**config.mk**
```make
export PLATFORM = sky130hd
export DESIGN_NAME = irq_deleg_select
export DESIGN_NICKNAME = d
export VERILOG_FILES = /design/src/rtl/irq_sel_pkg.sv /design/src/rtl/irq_level_gate.sv /design/src/rtl/irq_lsb_pick.sv /design/src/rtl/irq_deleg_select.sv
export SDC_FILE = /design/constraint.sdc
export NUM_CORES = 1
export LEC_CHECK = 0
export BUFFER_PORTS_ARGS = -buffer_cell sky130_fd_sc_hd__buf_2
export CAP_MARGIN = 20
export CORE_ASPECT_RATIO = 0.6
export CORE_MARGIN = 10
export CORE_UTILIZATION = 40
export DETAILED_ROUTE_END_ITERATION = 10
export PLACE_DENSITY = 0.93
export SYNTH_ARGS = -nofsm -noshare
export SYNTH_HDL_FRONTEND = slang
export SYNTH_SLANG_ARGS = --single-unit
```
**constraint.sdc**
```tcl
create_clock -name vclk -period 2.7
set_input_delay 0.27 -clock vclk [all_inputs]
set_output_delay 0.27 -clock vclk [all_outputs]
set_load 0.02 [all_outputs]
```
**src/rtl/irq_sel_pkg.sv**
```systemverilog
package irq_sel_pkg;

  typedef enum logic [1:0] {
    PRIV_USER  = 2'd0,
    PRIV_SUPER = 2'd1,
    PRIV_RSVD  = 2'd2,
    PRIV_MACH  = 2'd3
  } priv_e;

  // width of an index able to address w lines
  function automatic int idx_width(input int w);
    return (w > 1) ? $clog2(w) : 1;
  endfunction

endpackage

```
**src/rtl/irq_level_gate.sv**
```systemverilog
// Global enables per level, with debug mode masking both levels.
module irq_level_gate
  import irq_sel_pkg::*;
(
  input  logic [1:0] priv_i,
  input  logic       m_ie_i,
  input  logic       s_ie_i,
  input  logic       dbg_mode_i,
  output logic       m_ok_o,
  output logic       s_ok_o
);

  priv_e priv;
  logic  below_mach;
  logic  below_super;

  always_comb begin
    priv        = priv_e'(priv_i);
    below_mach  = (priv != PRIV_MACH);
    below_super = (priv == PRIV_USER);
    m_ok_o = !dbg_mode_i && (below_mach  || (priv == PRIV_MACH)  && m_ie_i);
    s_ok_o = !dbg_mode_i && (below_super || (priv == PRIV_SUPER) && s_ie_i);
  end

  always_comb begin
    a_r7_gate_quiet: assert (!(dbg_mode_i && (m_ok_o || s_ok_o)))
      else $error("debug mode left a level enabled");
  end

endmodule

```
**src/rtl/irq_lsb_pick.sv**
```systemverilog
// Lowest-set-bit picker: a one-hot mask built from per-bit prefix ORs,
// then encoded into an index.
module irq_lsb_pick #(
  parameter int W  = 16,
  parameter int IW = 4
) (
  input  logic [W-1:0]  vec_i,
  output logic          found_o,
  output logic [IW-1:0] idx_o
);

  logic [W-1:0] lower_any;
  logic [W-1:0] onehot;

  assign lower_any[0] = 1'b0;
  for (genvar g = 1; g < W; g++) begin : g_prefix
    assign lower_any[g] = |vec_i[g-1:0];
  end

  assign onehot  = vec_i & ~lower_any;
  assign found_o = |vec_i;

  always_comb begin
    idx_o = '0;
    for (int i = 0; i < W; i++) begin
      if (onehot[i]) idx_o = idx_o | IW'(i);
    end
  end

  always_comb begin
    a_r5_single_winner: assert ($onehot0(onehot))
      else $error("more than one winner bit");
    a_r5_found_match: assert (found_o == (onehot != '0))
      else $error("found flag disagrees with winner mask");
  end

endmodule

```
**src/rtl/irq_deleg_select.sv**
```systemverilog
module irq_deleg_select
  import irq_sel_pkg::*;
#(
  parameter int IRQ_W = 16,
  parameter int XLEN  = 64
) (
  input  logic [IRQ_W-1:0] pend_i,
  input  logic [IRQ_W-1:0] deleg_i,
  input  logic [1:0]       priv_i,
  input  logic             m_ie_i,
  input  logic             s_ie_i,
  input  logic             dbg_mode_i,
  output logic             take_o,
  output logic [XLEN-1:0]  cause_o
);

  localparam int IDX_W = idx_width(IRQ_W);

  logic             m_ok;
  logic             s_ok;
  logic [IRQ_W-1:0] m_set;
  logic [IRQ_W-1:0] s_set;
  logic [IRQ_W-1:0] chosen;
  logic             found;
  logic [IDX_W-1:0] win_idx;

  irq_level_gate u_gate (
    .priv_i     (priv_i),
    .m_ie_i     (m_ie_i),
    .s_ie_i     (s_ie_i),
    .dbg_mode_i (dbg_mode_i),
    .m_ok_o     (m_ok),
    .s_ok_o     (s_ok)
  );

  // first pass: machine level, second pass only when the first is empty
  always_comb begin
    m_set  = pend_i & ~deleg_i & {IRQ_W{m_ok}};
    s_set  = pend_i &  deleg_i & {IRQ_W{s_ok}};
    chosen = (m_set != '0) ? m_set : s_set;
  end

  irq_lsb_pick #(.W(IRQ_W), .IW(IDX_W)) u_pick (
    .vec_i   (chosen),
    .found_o (found),
    .idx_o   (win_idx)
  );

  always_comb begin
    take_o  = found;
    cause_o = '0;
    if (found) begin
      cause_o[XLEN-1]    = 1'b1;
      cause_o[IDX_W-1:0] = win_idx;
    end
  end

  always_comb begin
    a_r7_debug_blocks: assert (!(dbg_mode_i && take_o))
      else $error("interrupt taken in debug mode");
    a_r8_idle_zero: assert (take_o || cause_o == '0)
      else $error("cause not zero while idle");
    a_r6_flag_set: assert (!take_o || cause_o[XLEN-1])
      else $error("interrupt flag missing");
    if (take_o) begin
      a_r5_winner_pending: assert (pend_i[cause_o[IDX_W-1:0]])
        else $error("winner is not pending");
      a_r5_nothing_lower: assert ((chosen & ((IRQ_W'(1) << cause_o[IDX_W-1:0]) - IRQ_W'(1))) == '0)
        else $error("a lower candidate was skipped");
      a_r9_mach_no_deleg: assert (!(priv_i == 2'd3 && deleg_i[cause_o[IDX_W-1:0]]))
        else $error("delegated line reported at machine privilege");
    end
  end

endmodule

```
* Word level (Yosys, flattened, before mapping) *
Index checks and enable logic that the tools add are counted.

word-level totals
  word-level logic and storage cells = 52
  output and inout bits = 65
  input port bits = 37
  register bits = 0

cells by class
  eq/ne operators = 3
  bitwise logic cells = 7
  reduce and logical (&&, ||, !) cells = 24
  mux-type cells = 18

operators by type and width
  operator            count
  $and 16x16->16      5
  $mux 4              9
  $not 16->16         2
  $mux 16             1
  $reduce_bool 16->1  1
  $reduce_or 16->1    1
  $reduce_or 15->1    1
  $reduce_or 14->1    1
  $reduce_or 13->1    1
  $mux 3              4
  $reduce_or 12->1    1
  $reduce_or 11->1    1
  $reduce_or 10->1    1
  $reduce_or 9->1     1
  $reduce_or 8->1     1
  $reduce_or 7->1     1
  $reduce_or 6->1     1
  $reduce_or 5->1     1
  $logic_and 1x1->1   4
  $mux 2              2
  $reduce_or 4->1     1
  $reduce_or 3->1     1
  $eq 2x1->1 const B  1
  $eq 2x2->1 const B  1
  other kinds (6)     8

* Longest topological paths before layout *
  depth in word-level cells = 26
  mapped depth = 9
  depth with buffers taken out = 7

* Hierarchy *
From an unflattened synthesis, not the netlist that was laid out.

unflattened totals
  cells, all modules = 184
  area, all modules = 1,152.4 µm²

by module, submodules not included
  module            sequential area each (µm²)  area an instance (µm²)  cells each  instances
  irq_deleg_select  0.0                         928.4                   149         1
  irq_lsb_pick      0.0                         197.7                   31          1
  irq_level_gate    0.0                         26.3                    4           1

* Worst setup path after synthesis *
Ideal clock, no wire load.

  path type = input to output
  start point = input port pend_i[3]
  end point = output port cause_o[2]
  buffers on the path = 1
  data arrival time = 2,611 ps
  required time = 2,430 ps
  setup slack = -181 ps
  stages on the path = 8
  cells stage by stage = nor2b_1 or4_4 or4_4 buf_6 o31a_1 nand4b_2 a2111oi_2 a311oi_1

between the ends
  longest elaborated chain between the ends = 20
  elaborated cells on any way between the ends = 30
  those cells by class = mux: 14; bitwise: 6; reduce/logical: 10

RTL lines
  item                          RTL line                text
  from (decl)                   irq_deleg_select.sv:7   input logic [IRQ_W-1:0] pend_i,
  $and 16x16->16 (2 in series)  irq_deleg_select.sv:38  m_set = pend_i & ~deleg_i & {IRQ_W{m_ok}};
  $reduce_bool 16->1            irq_deleg_select.sv:40  chosen = (m_set != '0) ? m_set : s_set;
  $mux 16 *                     irq_deleg_select.sv:40
  $reduce_or 4->1               irq_lsb_pick.sv:17      assign lower_any[g] = |vec_i[g-1:0];
  $not 16->16                   irq_lsb_pick.sv:20      assign onehot = vec_i & ~lower_any;
  $and 16x16->16                irq_lsb_pick.sv:20
  $mux 3 (4 in series)          irq_lsb_pick.sv:26      if (onehot[i]) idx_o = idx_o | IW'(i);
  $mux 4 (8 in series)          irq_lsb_pick.sv:26
  $mux 4 *                      irq_deleg_select.sv:52  if (found) begin
  to (decl)                     irq_deleg_select.sv:14  output logic [XLEN-1:0] cause_o

Mark *: on every way between the ends. The rest lies on a longest branch, timed or not.

* Final worst setup path *
  start point = input port pend_i[3]
  end point = output port cause_o[1]

between the ends
  longest elaborated chain between the ends = 22
  elaborated cells on any way between the ends = 32
  those cells by class = mux: 16; bitwise: 6; reduce/logical: 10

RTL lines
  item                          RTL line
  $and 16x16->16 (2 in series)  irq_deleg_select.sv:38
  $reduce_bool 16->1            irq_deleg_select.sv:40
  $mux 16 *                     irq_deleg_select.sv:40
  $reduce_or 2->1               irq_lsb_pick.sv:17
  $not 16->16                   irq_lsb_pick.sv:20
  $and 16x16->16                irq_lsb_pick.sv:20
  $mux 2 (2 in series)          irq_lsb_pick.sv:26
  $mux 3 (4 in series)          irq_lsb_pick.sv:26
  $mux 4 (8 in series)          irq_lsb_pick.sv:26
  $mux 4 *                      irq_deleg_select.sv:52

Marked as above.

==> results.py <==
metrics = {
    "status": {
        "status": "complete, but fails checks",
        "violations": "negative setup slack",
    },
    "synthesis": {
        "synth_warnings": 0,
        "synth.area.top_cells": "buf_4 39%, nand2b_1 5.4%, nand2_1 4.8%, o21ai_0 3.0%, nor2_1 2.9%",
        "synth_top_family_by_area": "buffers and inverters",
        "synth.yosys.seq_area_share": 0,
        "synth_top_area_share": 0.387,
        "synth.distinct_cells": 44,
        "synthSimpleGateAreaFrac": 0.272,
        "syn-cell-area_um2": 1160,
        "netlist_instances": 170,
        "post-synth-top-area-cell": "buf_4",
        "yosysMostFrequentCell": "buf_4",
        "synth_compound_area_frac": 0.305,
        "avgSynthCellArea_um2": 6.84,
        "synthTopCellsByCount": "60 x buf_4, 15 x nand2_1, 10 x nand2b_1",
        "synth_fa_ha_area_frac": 0,
        "synth_mux_area_frac": 0,
        "synth-xor-area-share": 0,
    },
    "setup_path": {
        "crit_cells": 13,
        "start_kind": "input port",
        "slowest_stage": "or4_4",
        "path_common_cell": "buf_6",
        "cp_max_fo": 5,
        "crit_required_ns": 2.43,
        "worstPathCellList": "buf_6 > nor2b_4 > or4_4 > buf_6 > nor4_4 > buf_6 > buf_6 > a32o_2 > nand4b_4 > buf_4 > or2_1 > a31oi_2 > buf_4",
        "critPathMaxStageDelay_ns": 0.56,
        "cp-end-kind": "primary output",
        "critPathKind": "in2out",
        "critPathArrivalTime_ns": 2.59,
        "crit_family": "simple AND/OR/NAND/NOR gates",
        "cp_num_buf_inv": 6,
    },
    "floorplanning": {
        "core_um2": 2830,
        "num_io_pins": 102,
        "dieArea_um2": 5540,
        "die_w_um": 89.6,
        "rows": 15,
        "die-height_um": 61.8,
        "start_util": 0.411,
    },
    "power_and_ir_drop": {
        "p_comb_frac": 1.000,
        "p_per_area_nw_per_um2": 216,
        "vdd_ir_drop_max_v": 0.0000747,
        "pwr-share-seq": 0,
        "p_int_uw": 131,
        "pwr-share-clk": 0,
        "switchingPower_uw": 220,
        "switching_share": 0.627,
        "leakagePower_uw": 0.000785,
    },
    "flow_run": {
        "maxCapViolations": 0,
    },
    "global_routing": {
        "grt_pass1_vias": 1235,
        "grt_use_total": 0.135,
        "grt_max_degree": 13,
        "grt_pass1_wl_um": 6050,
        "grt_overflow": 0,
        "antenna_found_initial": 0,
    },
    "placement": {
        "pre_cts_ws_ns": -0.232,
        "post-dp-hpwl_um": 3540,
        "portBuffers": 43,
        "place.gp.congestion": 0.879,
    },
    "timing": {
        "fin_crit_sh": 1.06,
        "final-max-slew-violation-count": 0,
        "setup_violations": 6,
        "relSlewSlack": 0.467,
        "period_minus_slack_ns": 2.86,
        "rsz0062_at_grt": "true",
        "hold_viol_final": 0,
        "post-route-worst-setup-slack_ns": -0.160,
        "worstMarginPinSlew_ns": 0.796,
        "max_freq_mhz": 350,
    },
    "drt": {
        "totalWireLength_um": 4590,
        "routedWlPerCell_um": 16.4,
        "viasPerCell": 4.87,
        "antenna_left": 0,
        "drt-initial-drc-count": 202,
        "dr.pass1.iters": 4,
        "vias": 1364,
        "drc": 0,
    },
    "min_path": {
        "hold_depth": 5,
        "hp-class": "in2out",
    },
    "cells_and_area": {
        "final-seq-area_um2": 0,
        "area_growth_syn_to_layout_pct": 39.7,
        "drive_above_1_share": 0.433,
        "utilization": 0.574,
        "fin_nets": 277,
        "antenna_cells": 0,
        "clock_buffers": 0,
        "nFlopsAndLatches": 0,
    },
    "clock_network": {
        "hold_buffers": 0,
    },
}
## routing by layer
layer / up-vias / track usage / share of wire
li1: 642 / - / -
met1: 608 / 0.168 / 0.35
met2: 100 / 0.239 / 0.50
met3: 14 / 0.0339 / 0.13
met4: 0 / 0.00901 / 0.020
met5: - / 0 / 0
## cells by family (layout without fill, tap and decap cells)
family | after synthesis | in the layout
and+or+nand+nor | 55 | 56
buffers and inverters | 68 | 77
AOI/OAI and AO/OA | 46 | 46
other | 1 | 59
## stage by stage
stage / setup TNS, ns / hold slack (ns) / instances / total power [uW] / area (um^2)
floorplan: -0.0576 / 0.769 / 228 / 258 / 1420
global placement: -0.681 / 1.10 / 274 / 283 / 1400
detailed placement: -0.984 / 1.10 / 274 / 289 / 1400
CTS: -0.434 / 1.11 / 278 / 327 / 1580
global route: -1.13 / 1.12 / 280 / 373 / 1630
finish: -0.740 / 1.10 / 280 / 351 / 1630
## tightest hold or removal path, stage by stage
cell and delay [ns]:
buf_2 0.09, buf_4 0.11, a2111oi_4 0.08, a31oi_2 0.14, buf_4 0.15
## cell usage in the layout (no fill, tap or decap), drive strengths merged, types with 2 or more instances in the layout
cell type  instances
o2111ai            3
o211ai             2
nor3b              2
nand2             15
a41oi              2
a21oi              2
and2               3
inv                5
o221ai             2
conb              59
o21ai              8
o31a               2
nand3              3
or4                3
nor2b              4
nand2b            10
nor2               9
o32ai              2
o22ai              2
o31ai              3
o32a               3
o21a               2
buf               72
and3               2
a31oi              3
a32o               2
## area by class of cell
| type | instances | area, um^2 |
|---|---|---|
| Fill cell | 268 | 1210 |
| Multi-Input combinational cell | 161 | 1070 |
| Timing Repair Buffer | 72 | 477 |
| Tap cell | 42 | 52.6 |
| Inverter | 5 | 21.3 |
## final timing paths
| check | startpoint | to | slack, ns |
|---|---|---|---|
| setup / recovery | pend_i[3] | cause_o[1] | -0.16 |
| hold / removal | pend_i[15] | cause_o[0] | 1.10 |
## power groups by stage
stage | Clock, uW | Sequential (uW) | Combinational [uW]
4_1_cts | 0 | 0 | 327
3_3_place_gp | 0 | 0 | 283
3_5_place_dp | 0 | 0 | 289
6_report | 0 | 0 | 351
5_1_grt | 0 | 0 | 373
2_1_floorplan | 0 | 0 | 258
## repair_timing
item / in CTS / in global routing
resized for setup: 34 / 7
endpoints found under the setup margin: 6 / 6
cloned: 1 / 0
hold endpoints to repair: 0 / 0
setup buffers: 3 / 2
pin swaps: 10 / 3
Note: power is estimated with default switching activity, not from simulation.
